**config.mk**
```make
export PLATFORM = sky130hd
export DESIGN_NAME = pipe_stage_latch
export DESIGN_NICKNAME = d
export VERILOG_FILES = /design/src/rtl/psl_pkg.sv /design/src/rtl/psl_fsm.sv /design/src/rtl/psl_hold.sv /design/src/rtl/psl_outreg.sv /design/src/rtl/pipe_stage_latch.sv
export SDC_FILE = /design/constraint.sdc
export NUM_CORES = 1
export LEC_CHECK = 0
export ABC_CLOCK_PERIOD_IN_PS = 5600
export BUFFER_PORTS_ARGS = -buffer_cell sky130_fd_sc_hd__buf_2
export CORE_ASPECT_RATIO = 1.1
export CORE_MARGIN = 3
export CORE_UTILIZATION = 51
export DETAILED_ROUTE_END_ITERATION = 16
export PLACE_DENSITY = 0.87
export SLEW_MARGIN = 20
export SYNTH_ARGS = -nofsm -noshare
export SYNTH_HDL_FRONTEND = slang
export SYNTH_SLANG_ARGS = --single-unit
export TNS_END_PERCENT = 5
```
**constraint.sdc**
```tcl
create_clock -name clk -period 5.6 [get_ports clk]
set_clock_uncertainty 0.15 [all_clocks]
set_input_delay 0 -clock clk [delete_from_list [all_inputs] [get_ports clk]]
set_output_delay 0 -clock clk [all_outputs]
set_load 0.01 [all_outputs]
```
**src/rtl/psl_pkg.sv**
```systemverilog
package psl_pkg;

    typedef enum logic [1:0] {
        ST_IDLE = 2'd0,
        ST_PEND = 2'd1,
        ST_KEEP = 2'd2
    } psl_state_e;

    typedef enum logic {
        SRC_UP   = 1'b0,
        SRC_HELD = 1'b1
    } psl_src_e;

endpackage

```
**src/rtl/psl_fsm.sv**
```systemverilog
module psl_fsm
    import psl_pkg::*;
#(
    parameter bit REEVAL = 1'b0
) (
    input  logic     clk,
    input  logic     rst,
    input  logic     up_valid,
    input  logic     dn_stall,
    input  logic     can_go,
    output logic     cand_valid,
    output psl_src_e cand_src,
    output logic     load_hold,
    output logic     fwd,
    output logic     stall_req
);

    psl_state_e state_q;
    psl_state_e state_nxt;
    logic       have_cand;

    always_ff @(posedge clk) begin
        if (rst) begin
            state_q <= ST_IDLE;
        end else begin
            state_q <= state_nxt;
        end
    end

    always_comb begin
        have_cand  = 1'b0;
        cand_src   = SRC_UP;
        cand_valid = 1'b0;
        load_hold  = 1'b0;
        fwd        = 1'b0;
        stall_req  = 1'b0;
        state_nxt  = state_q;

        unique case (state_q)
            ST_IDLE: begin
                have_cand = up_valid;
                cand_src  = SRC_UP;
            end
            ST_KEEP: begin
                have_cand = 1'b1;
                cand_src  = up_valid ? SRC_UP : SRC_HELD;
            end
            ST_PEND: begin
                have_cand = 1'b1;
                cand_src  = SRC_HELD;
            end
            default: begin
                have_cand = 1'b0;
                cand_src  = SRC_UP;
            end
        endcase

        if (dn_stall) begin
            stall_req = 1'b1;
        end else if (have_cand) begin
            cand_valid = 1'b1;
            load_hold  = (cand_src == SRC_UP);
            if (can_go) begin
                fwd       = 1'b1;
                state_nxt = REEVAL ? ST_KEEP : ST_IDLE;
            end else begin
                stall_req = 1'b1;
                state_nxt = ST_PEND;
            end
        end
    end

endmodule

```
**src/rtl/psl_hold.sv**
```systemverilog
module psl_hold #(
    parameter int W = 32
) (
    input  logic         clk,
    input  logic         load,
    input  logic [W-1:0] d,
    output logic [W-1:0] q
);

    logic [W-1:0] word_q;

    always_ff @(posedge clk) begin
        if (load) begin
            word_q <= d;
        end
    end

    assign q = word_q;

endmodule

```
**src/rtl/psl_outreg.sv**
```systemverilog
module psl_outreg #(
    parameter int W        = 32,
    parameter bit HAS_UP   = 1'b1,
    parameter bit HAS_DOWN = 1'b1
) (
    input  logic         clk,
    input  logic         rst,
    input  logic         fwd,
    input  logic         stall_req,
    input  logic [W-1:0] cand_data,
    output logic         dn_valid,
    output logic [W-1:0] dn_data,
    output logic         up_stall
);

    generate
        if (HAS_DOWN) begin : g_down
            logic         v_q;
            logic [W-1:0] d_q;
            always_ff @(posedge clk) begin
                if (rst) begin
                    v_q <= 1'b0;
                end else begin
                    v_q <= fwd;
                end
                if (fwd) begin
                    d_q <= cand_data;
                end
            end
            assign dn_valid = v_q;
            assign dn_data  = d_q;
        end else begin : g_no_down
            assign dn_valid = 1'b0;
            assign dn_data  = '0;
        end

        if (HAS_UP) begin : g_up
            logic s_q;
            always_ff @(posedge clk) begin
                if (rst) begin
                    s_q <= 1'b0;
                end else begin
                    s_q <= stall_req;
                end
            end
            assign up_stall = s_q;
        end else begin : g_no_up
            assign up_stall = 1'b0;
        end
    endgenerate

endmodule

```
**src/rtl/pipe_stage_latch.sv**
```systemverilog
module pipe_stage_latch
    import psl_pkg::*;
#(
    parameter int DATA_W   = 32,
    parameter bit REEVAL   = 1'b0,
    parameter bit HAS_UP   = 1'b1,
    parameter bit HAS_DOWN = 1'b1
) (
    input  logic              clk,
    input  logic              rst,
    input  logic              up_valid_i,
    input  logic [DATA_W-1:0] up_data_i,
    output logic              up_stall_o,
    input  logic              can_go_i,
    output logic              work_valid_o,
    output logic [DATA_W-1:0] work_data_o,
    input  logic              dn_stall_i,
    output logic              dn_valid_o,
    output logic [DATA_W-1:0] dn_data_o
);

    logic              dn_stall_eff;
    logic              cand_valid;
    psl_src_e          cand_src;
    logic              load_hold;
    logic              fwd;
    logic              stall_req;
    logic [DATA_W-1:0] held_word;
    logic [DATA_W-1:0] cand_data;

    generate
        if (HAS_DOWN) begin : g_stall_in
            assign dn_stall_eff = dn_stall_i;
        end else begin : g_stall_none
            assign dn_stall_eff = 1'b0;
        end
    endgenerate

    psl_fsm #(
        .REEVAL (REEVAL)
    ) fsm_i (
        .clk        (clk),
        .rst        (rst),
        .up_valid   (up_valid_i),
        .dn_stall   (dn_stall_eff),
        .can_go     (can_go_i),
        .cand_valid (cand_valid),
        .cand_src   (cand_src),
        .load_hold  (load_hold),
        .fwd        (fwd),
        .stall_req  (stall_req)
    );

    psl_hold #(
        .W (DATA_W)
    ) hold_i (
        .clk  (clk),
        .load (load_hold),
        .d    (up_data_i),
        .q    (held_word)
    );

    assign cand_data = (cand_src == SRC_HELD) ? held_word : up_data_i;

    psl_outreg #(
        .W        (DATA_W),
        .HAS_UP   (HAS_UP),
        .HAS_DOWN (HAS_DOWN)
    ) out_i (
        .clk       (clk),
        .rst       (rst),
        .fwd       (fwd),
        .stall_req (stall_req),
        .cand_data (cand_data),
        .dn_valid  (dn_valid_o),
        .dn_data   (dn_data_o),
        .up_stall  (up_stall_o)
    );

    assign work_valid_o = cand_valid;
    assign work_data_o  = cand_data;

endmodule

```
### Word level (Yosys, flattened, before mapping)

Cells that the tools add are included.

| word-level totals | value |
|---|---|
| logic and storage cells | 27 |
| output and inout port bits | 67 |
| flip-flop bits (word level) | 68 |

| operators by class | value |
|---|---|
| mux-type cells | 15 |
| bitwise logic cells | 2 |
| reductions and logical operators | 3 |
| equality and inequality tests | 2 |

Operators by type and width:

| operator | number |
|---|---|
| 32-bit two-way mux | 1 |
| 1-bit two-way mux | 12 |
| 1-bit case mux with 2 select lines | 2 |
| 2-bit by 1-bit == test with 1-bit output (second input constant) | 1 |
| 2-bit == test (second input constant) | 1 |
| 2-bit logical NOT | 1 |
| 1-bit inverter | 2 |
| 2-bit AND reduction | 1 |
| 2-bit OR reduction | 1 |

### Logic depth before layout (Yosys ltp)

Gate-level depths: netlist (run 1).

| depth | value |
|---|---|
| word-level depth | 5 |
| mapped depth | 4 |
| mapped depth without buffers | 2 |

### Modules after synthesis

A second synthesis (run 1) with hierarchy kept.

| second synthesis, totals | value |
|---|---|
| cells, all modules | 114 |
| area total of the unflattened synthesis | 2598.7 um^2 |

Modules (own cells, without submodules):

| module | cells each | instances | seq. area each (um^2) | area an instance (um^2) |
|---|---|---|---|---|
| psl_outreg | 36 | 1 | 1001.0 | 1013.5 |
| psl_hold | 32 | 1 | 960.9 | 960.9 |
| pipe_stage_latch | 36 | 1 | 0.0 | 544.3 |
| psl_fsm | 10 | 1 | 20.0 | 80.1 |

### Worst setup path before layout (run 1)

No wires, ideal clock.

| path | value |
|---|---|
| path type | reg-to-reg |
| from | register fsm_i.state_q[0] |
| to | register out_i.g_down.d_q[0] (netlist: out_i.dn_data[0]) (enable) |
| stages on the path, launching flop included | 5 |
| data arrival time | 2.020 ns |
| slack | 3.009 ns |
| period minus slack after synthesis | 2.591 ns |
| library setup time | 0.421 ns |
| cells stage by stage | dfxtp_1 -> buf_6 -> buf_12 -> nor2_2 -> nor2_1 |

| on the way | value |
|---|---|
| cells in the longest elaborated chain, start to end | 5 |
| elaborated cells between the ends (all ways) | 7 |
| those cells by class | eq/ne: 2; mux: 3; reduce/logical: 2 |

RTL lines:

| item | line | source |
|---|---|---|
| from (decl) | psl_fsm.sv:18 | `psl_state_e state_q;` |
| from (signal assigned) | psl_fsm.sv:26 | `state_q <= state_nxt;` |
| 2-bit == test / 2-bit by 1-bit == test with 1-bit output (equally long branches) | psl_fsm.sv:39 | `unique case (state_q)` |
| 2-bit OR reduction (no source line) | -- |  |
| 1-bit case mux with 2 select lines * | psl_fsm.sv:39 |  |
| 1-bit two-way mux * | psl_fsm.sv:60 | `end else if (have_cand) begin` |
| 1-bit two-way mux * | psl_fsm.sv:58 | `if (dn_stall) begin` |
| named net fsm_i.fwd | psl_fsm.sv:14 | `output logic fwd,` |
| to (signal assigned) | psl_outreg.sv:27 | `d_q <= cand_data;` |
| to (decl) | psl_outreg.sv:19 | `logic [W-1:0] d_q;` |

Mark *: on every way through the listed nets, which the timed path passes. The rest lies on a longest branch.
A chain may end at the register's enable or synchronous reset.

### Worst setup path after layout (run 1)

| path | value |
|---|---|
| from | register fsm_i.state_q[0] |
| to | register out_i.g_down.d_q[16] (netlist: out_i.dn_data[16]) (enable) |

The elaborated chain is that of the path after synthesis.

==> summary.txt, run 1 <==
GRT
  • Global routing usage on met1: 22.6%
  • Pin count of the biggest net entering global routing: 37
  • Global-route wire length before repair: 8.84 mm
  • GRT met3 Usage: 7.88%
  • Vias in the first global route: 1,780
  • Routing layer with the top usage in global route: met2
  • GRT Total Usage: 20.6%
  • Antenna violations before repair: 0
  • GRT Residual Overflow: 0
  • Global-route met2 utilization: 33.0%

Placement
  • Cell area after placement: 3110 um^2
  • HPWL after DPL: 3.25 mm
  • Worst setup slack before clock tree synthesis: 2.97 ns
  • Count of input and output buffers: 103
  • Final weighted congestion in routability-driven placement: 0.682

Finish
  • Count of inserted antenna diode cells: 0
  • Number of nets in the final layout: 300
  • Final standard cell area without fillers: 3650 um^2
  • Layout cell share with drive strength beyond 1: 56.3%
  • Area grow syn2layout: 41.2%
  • Final-layout fill cell count: 277

Drt
  • Number of vias per cell after detailed routing: 5.12
  • Number of detailed-routing iterations run before antenna repair: 4
  • Routed wire length per instance: 17.7 um
  • Overall via count from detail_route: 1,660
  • Remaining routing DRC violations: 0
  • Violation count after the first detailed-routing iteration: 99
  • Post-route ant nets: 0
  • Total Routed Length: 5.73 mm

Floorplanning
  • Die Footprint: 5960 um^2
  • Starting Density: 54.0%
  • Die width: 73.9 um
  • Die height: 80.7 um
  • Number of primary I/O pins: 104
  • Core ar.: 4780 um^2
  • Placement Rows: 26

Critical path
  • CP Launch Type: register
  • Source of the worst register-to-register timing path: fsm_i.state_q[0]
  • CP Data Arrival Time: 2.06 ns
  • Terminus of the critical flop-to-flop path: out_i.dn_data[16]
  • Critical Path RT: 5.40 ns
  • Capturing element type of the critical path: register
  • Minimum setup slack among reg-to-reg paths: 3.34 ns
  • Max FO, Critical Path: 36
  • Setup Crit Path Kind: reg -> reg
  • Length in cells of the worst reg-to-reg path: 2

Yosys
  • Share of synthesized flip-flops with an asynchronous set or reset: 0%
  • Library cell with the highest instance count after synthesis: sky130_fd_sc_hd__edfxtp_1
  • Cell type with the highest aggregate area in the netlist: sky130_fd_sc_hd__edfxtp_1
  • Number of flip-flops and latches in the synthesized netlist: 67
  • Count of warnings emitted by yosys: 0
  • Top area cells in the synthesized netlist: sky130_fd_sc_hd__edfxtp_1 (74%), sky130_fd_sc_hd__mux2_4 (15%), sky130_fd_sc_hd__mux2_2 (2.6%), sky130_fd_sc_hd__buf_12 (2.3%), sky130_fd_sc_hd__dfxtp_1 (2.3%)
  • Distinct cells, synth: 15
  • Sequential cell area fraction in the yosys report: 76.7%
  • Synthesized instance count: 115
  • Number of enable flip-flop cells after synthesis: 64
  • Top cells by instance count after synthesis: sky130_fd_sc_hd__edfxtp_1 (64), sky130_fd_sc_hd__mux2_4 (26), sky130_fd_sc_hd__mux2_2 (6)
  • Synthesized netlist net count: 152
  • Area fraction of the dominant cell type after synthesis: 74.4%
  • Top_reg_cell synth: sky130_fd_sc_hd__edfxtp_1
  • Area of the mapped netlist: 2580 um^2
  • Mean cell area of the mapped netlist: 22.5 um^2

STA
  • Crit path time final: 2.26 ns
  • Setup violations, final: 0
  • Final sum of negative setup slack: 0 ns
  • Count of endpoints failing hold in the final timing report: 0
  • Highest clock frequency the design can meet: 0.442 GHz
  • Crit share post-route: 40.4%
  • Hold WS: 0.218 ns
  • Unrepaired setup endpoints after global routing: no
  • Worst slew pin tran: 0.952 ns
  • Slew Limit Headroom: 36.4%
  • Number of pins with negative max-slew slack in the final report: 0
  • Final worst-path setup slack: 3.34 ns

Power
  • Overall power of the completed layout: 1.04 mW
  • Power density cells: 284 nW/um^2
  • Max rail drop VDD: 0.000178 V
  • Static power due to leakage: 1.51 nW

Min path
  • End point of the worst hold path: hold_i.q[14]
  • Startpoint of the tightest hold check path: up_valid_i
  • Worst min-delay path class: in -> reg
  • Hold-critical path depth: 3

Status
  • Run status: complete, no violations

CTS
  • Clock tree buffer depth: 2
  • Number of H-tree branching levels: 3
  • Count of clock tree sinks: 67
  • Clk Latency, worst-skew pair: 0.33 ns
  • CTS clk-pin slew, worst paths: 0.07 ns
  • Setup repair bufs after CTS: 0
  • TritonCTS clock tree: yes
  • TritonCTS buffer count: 9
  • Clock tree root buffer cell: sky130_fd_sc_hd__clkbuf_8

Run
  • Total of max-cap violations: 0
metal layers:
layer  vias up  routed length, um  part of all wire (%)
met2        94               2860                    50
met1       802               2180                    38
li1        744                  -                     -
met5         -                  0                     0
met4         0                178                   3.1
met3        20                509                   8.9
placed cells by master (no fill, tap or decap):
cell	instances
sky130_fd_sc_hd__mux2_4	26
sky130_fd_sc_hd__mux2_2	6
sky130_fd_sc_hd__nor2_4	2
sky130_fd_sc_hd__edfxtp_1	64
sky130_fd_sc_hd__nor2_2	1
sky130_fd_sc_hd__nor2_1	1
sky130_fd_sc_hd__inv_1	1
sky130_fd_sc_hd__dfxtp_4	1
sky130_fd_sc_hd__nand2b_1	2
sky130_fd_sc_hd__o21bai_1	1
sky130_fd_sc_hd__inv_4	1
sky130_fd_sc_hd__clkinv_2	1
sky130_fd_sc_hd__clkbuf_8	9
sky130_fd_sc_hd__clkbuf_1	2
sky130_fd_sc_hd__a21oi_1	1
sky130_fd_sc_hd__clkinv_1	4
sky130_fd_sc_hd__a221oi_2	1
sky130_fd_sc_hd__dfxtp_1	2
sky130_fd_sc_hd__buf_2	103
sky130_fd_sc_hd__nor3_1	1
sky130_fd_sc_hd__dlygate4sd3_1	38
kinds of logic (layout without fill, tap and decap cells):
group           Yosys count  count (layout)  synth area share, %
buf+inv                   6             159                 3.15
compound gates            3               3                 1.07
mux                      32              32                 17.7
simple gates              7               7                 1.36
flops                    67              67                 76.7
stage by stage:
| stage | utilization, % | std cells |
|---|---|---|
| 4_1_cts | 76.2 | 324 |
| 6_report | 76.3 | 324 |
| 3_3_place_gp | 65.1 | 270 |
| 3_5_place_dp | 65.1 | 270 |
| 5_1_grt | 76.3 | 324 |
| 2_1_floorplan | - | 115 |
flip-flops by register name, indices dropped and copies added, names as in the netlist:
| name | cells |
|---|---|
| fsm_i.state_q | 1 |
| out_i.dn_data | 32 |
| hold_i.q | 32 |
| out_i.dn_valid | 1 |
| out_i.up_stall | 1 |
layout make-up:
type / count / area (um^2) / share of cell area, %
clock buffers: 11 / 131 / 3.60
clock inverters: 5 / 20.0 / 0.549
inverters: 2 / 10.0 / 0.274
multi-input cells: 42 / 536 / 14.7
flip-flops and latches: 67 / 1990 / 54.4
well taps: 56 / 70.1 / 1.92
repair buffers: 141 / 896 / 24.6
critical path, stage by stage, from the launching register on:
cell and delay, ns:
sky130_fd_sc_hd__dfxtp_4 0.78, sky130_fd_sc_hd__nor2_2 0.16, sky130_fd_sc_hd__nor2_4 0.78
worst max-delay path by stage:
stage,depth (start not counted),end,start,slack (ns)
6_report,2,out_i.dn_data[16],fsm_i.state_q[0],3.34
5_1_grt,2,out_i.dn_data[23],fsm_i.state_q[0],3.22
4_1_cts,2,out_i.dn_data[22],fsm_i.state_q[0],2.96
3_5_place_dp,2,out_i.dn_data[10],fsm_i.state_q[0],2.97
3_3_place_gp,2,out_i.dn_data[15],fsm_i.state_q[0],3.04
2_1_floorplan,4,out_i.dn_data[0],fsm_i.state_q[0],3.01
power breakdown:
group	switching, mW	internal [mW]	leakage, nW	total, mW
clock network	0.163	0.154	0.0773	0.318
registers	0.0123	0.575	0.619	0.588
logic	0.0594	0.0722	0.811	0.132
total	0.235	0.802	1.51	1.04
timing repair:
action / 4_1_cts / 5_1_grt
endpoints found under the hold margin: 67 / 0
resized for setup: 0 / 0
hold buffers: 38 / 0
No activity file was read; power rests on OpenSTA's default activity.
==> inputs of run 2 (changes only) <==
--- a/config.mk
+++ b/config.mk
@@ -5,13 +5,13 @@
 export SDC_FILE = /design/constraint.sdc
 export NUM_CORES = 1
 export LEC_CHECK = 0
-export ABC_CLOCK_PERIOD_IN_PS = 5600
+export ABC_CLOCK_PERIOD_IN_PS = 1800
 export BUFFER_PORTS_ARGS = -buffer_cell sky130_fd_sc_hd__buf_2
 export CORE_ASPECT_RATIO = 1.1
 export CORE_MARGIN = 3
-export CORE_UTILIZATION = 51
+export CORE_UTILIZATION = 43
 export DETAILED_ROUTE_END_ITERATION = 16
-export PLACE_DENSITY = 0.87
+export PLACE_DENSITY = 0.78
 export SLEW_MARGIN = 20
 export SYNTH_ARGS = -nofsm -noshare
 export SYNTH_HDL_FRONTEND = slang
==> constraint.sdc (replaced) <==
create_clock -name clk -period 1.8 [get_ports clk]
set_clock_uncertainty 0.15 [all_clocks]
set_input_delay 0 -clock clk [delete_from_list [all_inputs] [get_ports clk]]
set_output_delay 0 -clock clk [all_outputs]
set_load 0.01 [all_outputs]
==> run 2 against run 1 <==
  * Count of clock-buffer cells in the layout up 1
  * Largest power group unchanged
  * Cell area up 3.1%
  * Critical path type unchanged
  * Sequential power grew to 3.1 times the previous value
  * Die area is 17% higher
==> summary.txt, run 2 (synthesis gave the netlist of run 1 again) <==
Drt
  • Number of detailed-routing iterations run before antenna repair: 4 (unchanged)
  • Remaining routing DRC violations: 0 (unchanged)
  • Routed wire length per instance: 15.7 um (-11%)
  • Number of vias per cell after detailed routing: 4.65 (-9.3%)
  • Violation count after the first detailed-routing iteration: 73 (-26%)
  • Post-route ant nets: 0 (unchanged)
  • Total Routed Length: 5.49 mm (-4.1%)
  • Overall via count from detail_route: 1,626 (-2.0%)

Power
  • Power density cells: 898 nW/um^2 (+220%)
  • Sequential fraction of design power: 53.5% (-3.2 points)
  • Switching pwr: 0.721 mW (+210%)
  • Max rail drop VDD: 0.000632 V (+260%)
  • Overall power of the completed layout: 3.38 mW (+230%)
  • Static power due to leakage: 1.56 nW (+3.3%)
  • Part of the total power dissipated in the clock network: 33.4% (+2.8 points)
  • Switching power as a share of total power: 21.4% (-1.3 points)
  • Pint: 2.65 mW (+230%)
  • Part of the total power dissipated in combinational logic: 13.0% (+0.3 points)

STA
  • Slew Limit Headroom: 80.3% (+44 points)
  • Count of endpoints failing hold in the final timing report: 0 (unchanged)
  • Number of pins with negative max-slew slack in the final report: 0 (unchanged)
  • Worst slew pin tran: 0.294 ns (-0.657 ns)
  • Unrepaired setup endpoints after global routing: no
  • Final sum of negative setup slack: 0 ns (unchanged)
  • Highest clock frequency the design can meet: 0.593 GHz (+34%)
  • Crit path time final: 1.69 ns (-0.576 ns)
  • Crit share post-route: 93.7% (+53 points)
  • Final worst-path setup slack: 0.113 ns (-3.22 ns)
  • Setup violations, final: 0 (unchanged)

Placement
  • HPWL after DPL: 3.56 mm (+9.7%)
  • Cell area after placement: 3200 um^2 (+2.9%)
  • Count of input and output buffers: 103 (unchanged)
  • Worst setup slack before clock tree synthesis: 0.386 ns (-2.59 ns)
  • Cell count after placement: 296 (+9.6%)
  • Final weighted congestion in routability-driven placement: 0.705 (+3.3%)

CTS
  • Setup repair bufs after CTS: 0 (unchanged)
  • CTS clk-pin slew, worst paths: 0.06 ns (about the same)
  • Count of instances resized after the clock tree is built: 0 (unchanged)
  • Clock tree buffer depth: 2 (unchanged)
  • Number of H-tree branching levels: 3 (unchanged)
  • Clock tree root buffer cell: sky130_fd_sc_hd__clkbuf_8
  • Clk Latency, worst-skew pair: 0.33 ns (about the same)
  • TritonCTS clock tree: yes
  • TritonCTS buffer count: 9 (unchanged)
  • Count of clock tree sinks: 67 (unchanged)

Floorplanning
  • Die width: 79.9 um (+8.2%)
  • Starting Density: 46.1% (-7.9 points)
  • Die Footprint: 6980 um^2 (+17%)
  • Placement Rows: 28 (+7.7%)
  • Core ar.: 5610 um^2 (+17%)
  • Die height: 87.3 um (+8.2%)
  • Number of primary I/O pins: 104 (unchanged)

Critical path
  • Dominant delay contributor by cell family on the critical path: buffers and inverters
  • Source of the worst register-to-register timing path: fsm_i.state_q[0]
  • Standard cell with the maximum stage delay on the critical path: sky130_fd_sc_hd__dlygate4sd3_1
  • Setup Crit Path Kind: reg -> reg
  • Capturing element type of the critical path: register
  • Critical path startpoint: fsm_i.state_q[0]
  • CP Data Arrival Time: 1.80 ns (-0.26 ns)
  • Worst path max stage delay: 0.59 ns (-0.19 ns)
  • Critical Path RT: 1.91 ns (-3.49 ns)
  • Crit-path cells: buf_4 -> inv_4 -> a221oi_2 -> dlygate4sd3_1
  • Max FO, Critical Path: 10 (-72%)
  • Buffering stage count on the worst path with inverters included: 3 (+3)
  • CP Launch Type: register

GRT
  • GRT met3 Usage: 5.59% (-2.3 points)
  • GRT Residual Overflow: 0 (unchanged)
  • Pin count of the biggest net entering global routing: 20 (-46%)
  • Antenna violations before repair: 0 (unchanged)
  • Global routing usage on met1: 18.0% (-4.6 points)
  • GRT Total Usage: 16.9% (-3.8 points)
  • Vias in the first global route: 1,729 (-2.9%)
  • Global-route wire length before repair: 8.63 mm (-2.3%)
  • Routing layer with the top usage in global route: met2
  • Global-route met2 utilization: 29.7% (-3.2 points)

Finish
  • Final standard cell area without fillers: 3760 um^2 (+3.1%)
  • Count of inserted antenna diode cells: 0 (unchanged)
  • Number of nets in the final layout: 307 (+2.3%)
  • Layout cell share with drive strength beyond 1: 57.5% (+1.1 points)
  • Area grow syn2layout: 45.5%
  • Final-layout fill cell count: 392 (+42%)
  • Most common cell after layout, fill and taps aside: sky130_fd_sc_hd__buf_2
  • Highest-count cells in the layout ignoring fill and taps: sky130_fd_sc_hd__buf_2 (103), sky130_fd_sc_hd__edfxtp_1 (64), sky130_fd_sc_hd__dlygate4sd3_1 (38), sky130_fd_sc_hd__mux2_4 (26), sky130_fd_sc_hd__clkbuf_8 (9)
  • Non-filler instance count after layout: 350 (+8.0%)

Min path
  • Worst min-delay path class: in -> reg
  • Startpoint of the tightest hold check path: up_valid_i

Status
  • Run status: complete, no violations

Run
  • Total of max-cap violations: 0 (unchanged)
## run 2: power groups by stage
| stage | registers (mW) | clock network, mW | logic, mW |
|---|---|---|---|
| after floorplan | 1.85 | 0 | 0.203 |
| after global placement | 1.84 | 0 | 0.368 |
| after detailed placement | 1.84 | 0 | 0.376 |
| after CTS | 1.81 | 1.16 | 0.441 |
| after global routing | 1.81 | 1.24 | 0.476 |
| final | 1.81 | 1.13 | 0.440 |
## run 2: path summary, 6_finish.rpt
path | depth (start not counted) | end | slack [ns]
worst max-delay path | 4 | fsm_i.state_q[0] | 0.11
worst min-delay path | 3 | hold_i.q[27] | 0.07
worst max register to register | 4 | fsm_i.state_q[0] | 0.11
worst min register to register | 1 | out_i.dn_data[0] | 0.40
## run 2: metal layers
layer,vias up,part of all wire (%)
met4,0,1.7
met5,-,0
met1,783,36
li1,760,-
met2,71,55
met3,12,7.5
## run 2: area by class of cell
class,count,area (um^2),share of cell area [%]
tap,75,93.8,2.50
multi-input combinational,42,536,14.2
timing repair buffer,148,961,25.6
clock buffer,12,135,3.59
clock inverter,4,41.3,1.10
inverter,2,10.0,0.266
sequential,67,1980,52.7
## run 2: worst min-delay path: stages
cell and delay, ns:
sky130_fd_sc_hd__buf_2 0.12, sky130_fd_sc_hd__nand2b_1 0.15, sky130_fd_sc_hd__nor2_4 0.10
## run 2: what timing repair did
action                                 in CTS  in global routing
setup endpoints to repair                   0                  0
hold buffers                               38                  0
endpoints found under the hold margin      67                  0
## run 2: stage by stage
stage | util [%] | hold WS (ns)
floorplan | - | -0.102
global placement | 57.1 | 0.0420
detailed placement | 57.1 | 0.0442
CTS | 67.1 | 0.0483
global route | 67.1 | 0.0737
finish | 67.1 | 0.0661
